File: src/rtl/hb_pkg.sv
package hb_pkg;
  typedef enum logic {
    HB_LVL_LOW  = 1'b0,
    HB_LVL_HIGH = 1'b1
  } hb_level_e;

  function automatic int unsigned hb_cnt_width(input int unsigned n);
    return (n > 1) ? $clog2(n) : 1;
  endfunction
endpackage

File: src/rtl/hb_frame_counter.sv
module hb_frame_counter
  import hb_pkg::*;
#(
  parameter int unsigned HALF_FRAMES = 4096
) (
  input  logic clk,
  input  logic rst,
  input  logic stb,
  input  logic en,
  output logic level,
  output logic active,
  output logic at_last
);
  localparam int unsigned CW = hb_cnt_width(HALF_FRAMES);
  localparam logic [CW-1:0] LAST = CW'(HALF_FRAMES - 1);

  logic [CW-1:0] cnt;
  logic          en_q;
  logic          rise;
  hb_level_e     lvl;

  assign rise    = en & ~en_q;
  assign at_last = (cnt == LAST);

  always_ff @(posedge clk) begin
    if (rst) begin
      cnt  <= '0;
      en_q <= 1'b0;
      lvl  <= HB_LVL_HIGH;
    end else begin
      en_q <= en;
      if (rise) begin
        cnt <= '0;
        lvl <= HB_LVL_HIGH;
      end else if (en && stb) begin
        if (at_last) begin
          cnt <= '0;
          lvl <= (lvl == HB_LVL_HIGH) ? HB_LVL_LOW : HB_LVL_HIGH;
        end else begin
          cnt <= cnt + 1'b1;
        end
      end
    end
  end

  assign level  = lvl;
  assign active = en_q;
endmodule

File: src/rtl/hb_od_stage.sv
module hb_od_stage (
  input  logic clk,
  input  logic rst,
  input  logic active,
  input  logic level,
  output logic oe,
  output logic pull_low
);
  always_ff @(posedge clk) begin
    if (rst) begin
      oe       <= 1'b0;
      pull_low <= 1'b0;
    end else begin
      oe       <= active;
      pull_low <= active & ~level;
    end
  end
endmodule

File: src/rtl/audio_heartbeat.sv
module audio_heartbeat #(
  parameter int unsigned FRAMES_PER_HALF = 4096
) (
  input  logic clk,
  input  logic rst,
  input  logic frame_stb,
  input  logic en,
  output logic wd_pull_low,
  output logic wd_oe,
  output logic wd_level
);
  logic active;
  logic at_last;

  hb_frame_counter #(.HALF_FRAMES(FRAMES_PER_HALF)) u_cnt (
    .clk     (clk),
    .rst     (rst),
    .stb     (frame_stb),
    .en      (en),
    .level   (wd_level),
    .active  (active),
    .at_last (at_last)
  );

  hb_od_stage u_od (
    .clk      (clk),
    .rst      (rst),
    .active   (active),
    .level    (wd_level),
    .oe       (wd_oe),
    .pull_low (wd_pull_low)
  );
endmodule

File: config.mk
export PLATFORM = sky130hd
export DESIGN_NAME = audio_heartbeat
export DESIGN_NICKNAME = d
export VERILOG_FILES = /design/src/rtl/hb_pkg.sv /design/src/rtl/hb_frame_counter.sv /design/src/rtl/hb_od_stage.sv /design/src/rtl/audio_heartbeat.sv
export SDC_FILE = /design/constraint.sdc
export NUM_CORES = 1
export LEC_CHECK = 0
export CAP_MARGIN = 30
export CORE_AREA = 2 2 42 44
export DETAILED_ROUTE_END_ITERATION = 8
export DIE_AREA = 0 0 44 46
export GPL_ROUTABILITY_DRIVEN = 0
export PLACE_DENSITY = 0.73
export SLEW_MARGIN = 20
export SYNTH_ARGS = -nofsm -noshare
export SYNTH_HDL_FRONTEND = slang
export SYNTH_HIERARCHICAL = 1
export SYNTH_SLANG_ARGS = --single-unit
File: constraint.sdc
create_clock -name clk -period 1.4 [get_ports clk]
set_clock_uncertainty 0.2 [all_clocks]
set_input_delay 0.28 -clock clk [delete_from_list [all_inputs] [get_ports clk]]
set_output_delay 0.28 -clock clk [all_outputs]
set_load 0.01 [all_outputs]
# --- Yosys cells after proc, flatten, opt, wreduce, memory -nomap -nowiden ---
# Cells that the tools add are included.
classes:
  add_sub_neg: 1
  n_eq_ne: 1
  muxes: 2
  bitwise: 4
  reduce_logical: 3
ops:
  columns: ["op", "n"]
  rows:
  - ["adder 12 x 1 -> 12 bit (second input constant)", 1]
  - ["equality test 12 bit (second input constant)", 1]
  - ["2-to-1 mux 12 bit", 1]
  - ["bitwise AND 1 bit", 2]
  - ["inverter 1 bit", 2]
  - ["AND reduction 2 bit", 1]
  - ["OR reduction 2 bit", 1]
  - ["logical AND 1 bit", 1]
  - ["2-to-1 mux 1 bit", 1]
totals:
  reg_bits: 16
  in_bits: 4
  out_inout_bits: 3
  elab_cells: 16

# --- Longest topological paths before layout ---
# Gate-level depths: netlist (run 1).
depth:
  word_depth: 3
  mapped_depth: 5
  ltp_nobuf: 5

# --- By module ---
# The synthesis (run 1) kept the hierarchy.
by_module_without_submodules:
  columns: ["module", "n_inst", "cells_each", "area_each_um2", "seq_area_each_um2"]
  rows:
  - ["hb_frame_counter", 1, 71, 635.6, 280.3]
  - ["hb_od_stage", 1, 4, 58.8, 40.0]

# --- Worst setup path after synthesis (run 1) ---
# No wires, ideal clock.
synth_path:
  path_type: "reg2reg"
  start: "reg u_cnt.cnt[0]"
  end: "reg u_cnt.lvl, in the netlist u_cnt/level"
  setup_time_ns: 0.123
  t_arrival_ns: 1.078
  required_time_ns: 1.077
  slack_ns: -0.001
  path_stages_with_launch: 6
  n_path_buf: 0
  synth_period_minus_slack_ns: 1.401
  cell_sequence: "dfxtp_1 -> ha_1 -> and4_4 -> nand4_2 -> xor2_1 -> nand2_1"
synth_via:
  elab_chain_cells: 2
synth_rtl:
  columns: ["element", "line", "text"]
  rows:
  - ["start, declared", "hb_frame_counter.sv:17", "logic [CW-1:0] cnt;"]
  - ["start signal, assigned", "hb_frame_counter.sv:40", "cnt <= cnt + 1'b1;"]
  - ["equality test 12 bit", "hb_frame_counter.sv:23", "assign at_last = (cnt == LAST);"]
  - ["AND reduction 2 bit (no line)", null, null]
  - ["end signal, assigned", "hb_frame_counter.sv:38", "lvl <= (lvl == HB_LVL_HIGH) ? HB_LVL_LOW : HB_LVL_HIGH;"]
  - ["end, declared", "hb_frame_counter.sv:20", "hb_level_e lvl;"]
# Every way passes these cells.
# A chain may end at the register's enable or synchronous reset.

# --- Worst setup path after layout (run 1) ---
layout_path:
  start: "reg u_cnt.cnt[1]"
  end: "reg u_cnt.cnt[1]"
layout_via:
  elab_chain_cells: 2
  elab_cells_between_ends: 3
  classes_between: "add/sub (1); eq/ne (1); mux (1)"
layout_rtl:
  columns: ["element", "line", "text"]
  rows:
  - ["adder 12 x 1 -> 12 bit or equality test 12 bit (tied branches)", "hb_frame_counter.sv:40, hb_frame_counter.sv:23", null]
  - ["2-to-1 mux 12 bit (*)", "hb_frame_counter.sv:36", "if (at_last) begin"]
# Every way passes the cells marked *; elsewhere a longest branch is shown, timed or not.

==> results by group, run 1 <==
Critical path
  • Critical-path top delay cell: dfxtp_2
  • Crit path buf inv count: 1
  • WP data arrival: 1400 ps
  • Worst endpoint required time: 1400 ps
  • Worst Setup End Kind: flip-flop
  • Crit path launch type: flip-flop
  • Cell repeated most along the worst path: nand4_1
  • CP cell instances: ha_4, buf_4, and2_4, nand4_1, nand4_1, a21oi_1
  • Worst path top cell family by delay: simple AND/OR/NAND/NOR gates
  • Setup CP Type: flip-flop to flip-flop
  • CP max stage delay: 340 ps
  • CP max FO: 2

Synth
  • Cells after Synth: 74
  • Warning count from the yosys run: 6
  • Syn avg cell area: 9.33 sq um
  • Post-Syn Area: 691 sq um
  • Net Count, Synth: 79

Die
  • Die Y-Extent: 46 microns
  • I/O Pins: 7
  • Die ar.: a little over 2000 sq um
  • Chip Width: between 40 and 50 microns
  • Core ar.: roughly 1600 sq um
  • Rows: 15
  • Initial Utilization: 0.428

Route
  • Via density: 5.30
  • Final wirelength: 1.36 mm
  • DR pass1 iterations: 4
  • Routed Antenna Nets: 0
  • Routed via count: between 500 and 600
  • Residual DRC: 0
  • Drt wl/cell: 12.1 microns
  • Detailed router's first-iteration violation count: 9

GRT
  • Grt ovf: 0
  • Initial antenna violation count: 0
  • Largest net degree at the start of global routing: 9
  • Vias in the first global route: 570
  • Total Routing Usage GR: 0.155
  • First-pass GRT wire length: 2.26 mm

Place
  • Port bufs: 6
  • Pre-CTS WS: -386 ps
  • Post-DP HPWL: ~990 microns
  • Placement Cell Area: 868 sq um

Clock network
  • CTS root buffer: clkbuf_4
  • CTS tree: yes
  • Clk_lat worst skew: roughly 280 ps
  • Bufs on Longest Clock Path: 2
  • CTS H-Tree Depth: 1
  • Clk slew on worst S/H paths: approximately 80 ps
  • Number of buffers created by CTS: 3
  • Clk sink count: 16

STA
  • Fmax: 0.717 GHz
  • Tmin final: 1390 ps
  • Setup violations, final: 0
  • Slew HR: 0.798
  • Max-slew violations: 0
  • Final worst slack: 5.24 ps
  • Hold_ws: roughly 290 ps
  • Worst Tran Pin Value: 303 ps
  • Crit share post-route: 0.996
  • Fin. Hold Viols: 0
  • RSZ-0062 raised after global routing: yes
  • Setup Total Neg Slack: 0 ps

Flow run
  • Max cap viols: 0

Finish
  • Share of cells above drive strength 1: 0.292
  • Ant diodes: 0
  • Fin nets: 103
  • Area Growth Syn to Fin: 33.5%
  • Post-route cell area: about 920 sq um

Run status
  • Outcome: finished clean

Min path
  • Hold Crit Class: flip-flop to flip-flop

Power and ir drop
  • Worst vdd ir: 0.000477 V
  • P per Cell Area: 800 nW/um^2
  • Leak Pwr: 0.000382 uW
-- path summary, 6_finish.rpt --
| check | from | end | slack (ps) | cells after the start |
|---|---|---|---|---|
| worst max-delay path | u_cnt/cnt[1]$_SDFFE_PP0P_ | u_cnt/cnt[1]$_SDFFE_PP0P_ | 5 | 6 |
| worst max register to register | u_cnt/cnt[1]$_SDFFE_PP0P_ | u_cnt/cnt[1]$_SDFFE_PP0P_ | 5 | 6 |
| worst min-delay path | u_cnt/active$_SDFF_PP0_ | u_od/oe$_SDFF_PP0_ | 290 | 1 |
| worst min register to register | u_cnt/active$_SDFF_PP0_ | u_od/oe$_SDFF_PP0_ | 290 | 1 |
-- layout make-up --
class,instances,area [sq um]
fill,147,692
tap,17,21.3
sequential,16,323
inverter,1,3.75
multi-input combinational,55,385
timing repair buffer,21,166
clock buffer,3,22.5
-- state kept, by name, indices dropped and copies added (netlist names) --
signal,cells
u_od/pull_low,1
u_od/oe,1
u_cnt/active,1
u_cnt/cnt,12
u_cnt/level,1
-- worst register-to-register path, delay by kind of cell, from the launching register on --
| kind | cells | cell delay, ps |
|---|---|---|
| adders and majority gates | 1 | 160 |
| and+or+nand+nor | 3 | 350 |
| buffers and inverters | 1 | 130 |
| DFF | 1 | 340 |
| AOI/OAI and AO/OA | 1 | 150 |
-- report_power, final --
group	switching (uW)	internal [uW]
logic	23.9	25.5
registers	2.74	459
clock network	127	99.6
-- per-layer routing --
metal	wire [microns]	vias to the layer above	global-route usage
met1	609	283	0.186
li1	-	299	-
met4	42	0	0.109
met2	665	13	0.262
met5	0	-	0
met3	44	4	0.0119
-- stage by stage --
stage	cells	util	power, uW
final	113	0.571	738
after global routing	113	0.571	771
after CTS	113	0.569	749
after detailed placement	109	0.538	522
after global placement	109	0.538	521
after floorplan	74	-	488
-- cells in the final DEF (no fill, tap or decap), drive strengths merged --
cell type / n
nor2b: 2
nand3: 3
nand4: 8
and4: 4
clkbuf: 3
dfxtp: 16
xor2: 11
dlygate4sd2: 5
ha: 1
buf: 15
nor2: 11
nor3b: 1
a21oi: 3
inv: 1
and2: 2
clkdlybuf4s50: 1
a21o: 1
nand2: 8
-- what timing repair did --
item / CTS / global route
resized for setup: 10 / 2
hold endpoints to repair: 0 / 0
hold buffers: 0 / 0
endpoints found under the setup margin: 14 / 7
pin swaps: 9 / 11
setup buffers: 1 / 0
No activity file was read; power rests on OpenSTA's default activity.
==> run 2, diff against run 1 <==
--- a/config.mk
+++ b/config.mk
@@ -7,10 +7,11 @@
 export LEC_CHECK = 0
 export CAP_MARGIN = 30
 export CORE_AREA = 2 2 42 44
+export CTS_CLUSTER_SIZE = 8
 export DETAILED_ROUTE_END_ITERATION = 8
 export DIE_AREA = 0 0 44 46
 export GPL_ROUTABILITY_DRIVEN = 0
-export PLACE_DENSITY = 0.73
+export PLACE_DENSITY = 0.71
 export SLEW_MARGIN = 20
 export SYNTH_ARGS = -nofsm -noshare
 export SYNTH_HDL_FRONTEND = slang
==> constraint.sdc (replaced) <==
create_clock -name clk -period 1.3 [get_ports clk]
set_clock_uncertainty 0.2 [all_clocks]
set_input_delay 0.26 -clock clk [delete_from_list [all_inputs] [get_ports clk]]
set_output_delay 0.26 -clock clk [all_outputs]
set_load 0.01 [all_outputs]
==> run 2 against run 1 <==
Compared with the run above: maximum frequency grew 0.95%; non-clock buffer count grew 3; sequential share of layout area shrank 0.24 points; flip-flop and latch count is the same; critical path type unchanged; the run now ends with setup timing left; largest power group unchanged.
==> results by group, run 2 (synthesis results as in run 1) <==
Run status
  • Outcome: finished with violations (was finished clean)
  • Violated checks: setup timing

STA
  • Crit share post-route: 1.06 (was 0.996)
  • Final worst slack: -81.7 ps (was 5.24 ps)
  • RSZ-0062 raised after global routing: yes (unchanged)
  • Hold_ws: 279 ps (was 286 ps)
  • Setup violations, final: 13 (was 0)
  • Max-slew violations: 0 (unchanged)
  • Worst Tran Pin Value: 305 ps (was 303 ps)
  • Fin. Hold Viols: 0 (unchanged)
  • Slew HR: 0.797 (was 0.798)
  • Setup Total Neg Slack: -502 ps (was 0 ps)
  • Fmax: 0.724 GHz (was 0.717 GHz)
  • Tmin final: 1380 ps (was 1390 ps)

Power and ir drop
  • Switching Share: 0.214 (was 0.208)
  • P per Cell Area: 856 nW/um^2 (was 800 nW/um^2)
  • Sequential power share: 0.623 (was 0.626)
  • Leak Pwr: 0.000389 uW (was 0.000382 uW)
  • Comb pwr share: 0.063 (was 0.067)
  • P_sw: 171 uW (was 153 uW)
  • Worst vdd ir: 0.000607 V (was 0.000477 V)
  • Clock power frac: 0.314 (was 0.307)
  • P_int: 627 uW (was 584 uW)

Route
  • Residual DRC: 0 (unchanged)
  • Final wirelength: 1.26 mm (was 1.36 mm)
  • Routed Antenna Nets: 0 (unchanged)
  • Detailed router's first-iteration violation count: 17 (was 9)
  • Routed via count: 583 (was 599)
  • Drt wl/cell: 10.9 microns (was 12.1 microns)
  • DR pass1 iterations: 4 (unchanged)
  • Via density: 5.03 (was 5.30)

Min path
  • Hold wc startpoint: u_cnt/active$_SDFF_PP0_ (unchanged)
  • Hold Path Depth: 1 (unchanged)
  • Min-Delay Endpoint: u_od/oe$_SDFF_PP0_ (unchanged)
  • Hold Crit Class: flip-flop to flip-flop (unchanged)

Place
  • Port bufs: 6 (unchanged)
  • Inst Count DP: 113 (was 109)
  • Placement Cell Area: 918 sq um (was 868 sq um)
  • Post-DP HPWL: 987 microns (unchanged)
  • Pre-CTS WS: -413 ps (was -386 ps)

Finish
  • Biggest register: u_cnt/cnt (unchanged)
  • Fillcell total: 146 (was 147)
  • Non-filler instance count after layout: 116 (was 113)
  • Fin nets: 106 (was 103)
  • Most common cell after layout, fill and taps aside: buf_4 (unchanged)
  • Multi-input gate area: 383 sq um (was 385 sq um)
  • Max reg flops: 12 (unchanged)
  • FF+latch area: 324 sq um (was 323 sq um)
  • Post-route cell area: 932 sq um (was 922 sq um)
  • Ant diodes: 0 (unchanged)
  • Area Growth Syn to Fin: 35.0% (was 33.5%)
  • Commonest non-fill, non-tap cells in the layout: buf_4 (18), dfxtp_1 (13), xor2_1 (11), nor2_1 (11) (was buf_4 (15), dfxtp_1 (14), xor2_1 (11), nor2_1 (11))
  • Share of cells above drive strength 1: 0.343 (was 0.292)

Die
  • Chip Width: 44 microns (unchanged)
  • Initial Utilization: 0.428 (unchanged)
  • Die Y-Extent: 46 microns (unchanged)
  • Die ar.: 2020 sq um (unchanged)
  • I/O Pins: 7 (unchanged)
  • Core ar.: 1610 sq um (unchanged)
  • Rows: 15 (unchanged)

GRT
  • Largest net degree at the start of global routing: 9 (unchanged)
  • Vias in the first global route: 527 (was 570)
  • Total Routing Usage GR: 0.144 (was 0.155)
  • First-pass GRT wire length: 2.09 mm (was 2.26 mm)
  • Initial antenna violation count: 0 (unchanged)
  • Grt ovf: 0 (unchanged)

Critical path
  • Reg2reg end: u_cnt/cnt[10]$_SDFFE_PP0P_ (was u_cnt/cnt[1]$_SDFFE_PP0P_)
  • Crit path launch type: flip-flop (unchanged)
  • WP data arrival: 1400 ps (about the same)
  • CP max FO: 5 (was 2)
  • Worst endpoint required time: 1320 ps (was 1400 ps)
  • Crit path from: u_cnt/cnt[0]$_SDFFE_PP0P_ (was u_cnt/cnt[1]$_SDFFE_PP0P_)
  • Reg2Reg Depth: 5 (was 6)
  • Reg2reg start: u_cnt/cnt[0]$_SDFFE_PP0P_ (was u_cnt/cnt[1]$_SDFFE_PP0P_)
  • Setup CP Type: flip-flop to flip-flop (unchanged)
  • R2r setup slk: -80 ps (was 5 ps)
  • Worst Setup End Kind: flip-flop (unchanged)

Clock network
  • CTS tree: yes (unchanged)
  • Clk_lat worst skew: 280 ps (about the same)
  • CTS H-Tree Depth: 1 (unchanged)
  • Number of buffers created by CTS: 3 (unchanged)
  • Clk slew on worst S/H paths: 90 ps (was 80 ps)
  • Bufs on Longest Clock Path: 2 (unchanged)
  • CTS root buffer: clkbuf_4 (unchanged)
  • Clk sink count: 16 (unchanged)

Flow run
  • Max cap viols: 0 (unchanged)
## run 2: changes by cell type in the layout (fill, tap and decap cells not counted)
cell,delta
dfxtp_1,-1
dfxtp_2,+1
buf_2,+1
and4_1,+1
buf_4,+3
clkbuf_2,+2
dlygate4sd2_1,-3
and4_4,-1
## run 2: worst max-delay path by stage
| stage | endpoint | slack, ps | cells past startpoint |
|---|---|---|---|
| floorplan | u_cnt/level$_SDFFE_PP1P_ | -20 | 5 |
| global placement | u_cnt/cnt[10]$_SDFFE_PP0P_ | -400 | 5 |
| detailed placement | u_cnt/cnt[10]$_SDFFE_PP0P_ | -410 | 5 |
| CTS | u_cnt/cnt[10]$_SDFFE_PP0P_ | -90 | 5 |
| global route | u_cnt/cnt[5]$_SDFFE_PP0P_ | -130 | 5 |
| finish | u_cnt/cnt[10]$_SDFFE_PP0P_ | -80 | 5 |
## run 2: final cells by class
class	instances	area share
multi-input combinational	55	0.411
sequential	16	0.348
timing repair buffer	24	0.191
clock buffer	3	0.0242
tap	17	0.0228
inverter	1	0.00403
## run 2: critical path, cell delays in order (launching register included)
cell	delay [ps]
dfxtp_2	360
ha_4	130
and4_4	260
nand4_1	110
xor2_1	150
nor2_1	110
## run 2: what timing repair did
action | in CTS | in global routing
pin swaps | 15 | 3
setup endpoints to repair | 16 | 16
cloned | 0 | 0
resized for setup | 11 | 4
setup buffers | 0 | 0
hold buffers | 0 | 0
## run 2: power groups by stage
stage	clock network (uW)	registers [uW]	logic [uW]
6_report	251	497	50.3
5_1_grt	277	498	55.0
4_1_cts	262	498	51.0
3_5_place_dp	0	509	51.4
3_3_place_gp	0	509	50.5
2_1_floorplan	0	510	16.9
## run 2: layer usage
layer	GRT usage	part of all wire	up-vias
met5	0	0	-
met4	0.0909	0.018	0
met3	0.0238	0.038	4
met2	0.215	0.44	11
met1	0.192	0.50	261
li1	-	-	307
## run 2: per-stage QoR
stage	power, uW	utilization
2_1_floorplan	527	-
3_3_place_gp	559	0.569
3_5_place_dp	561	0.569
4_1_cts	811	0.587
5_1_grt	830	0.578
6_report	798	0.578
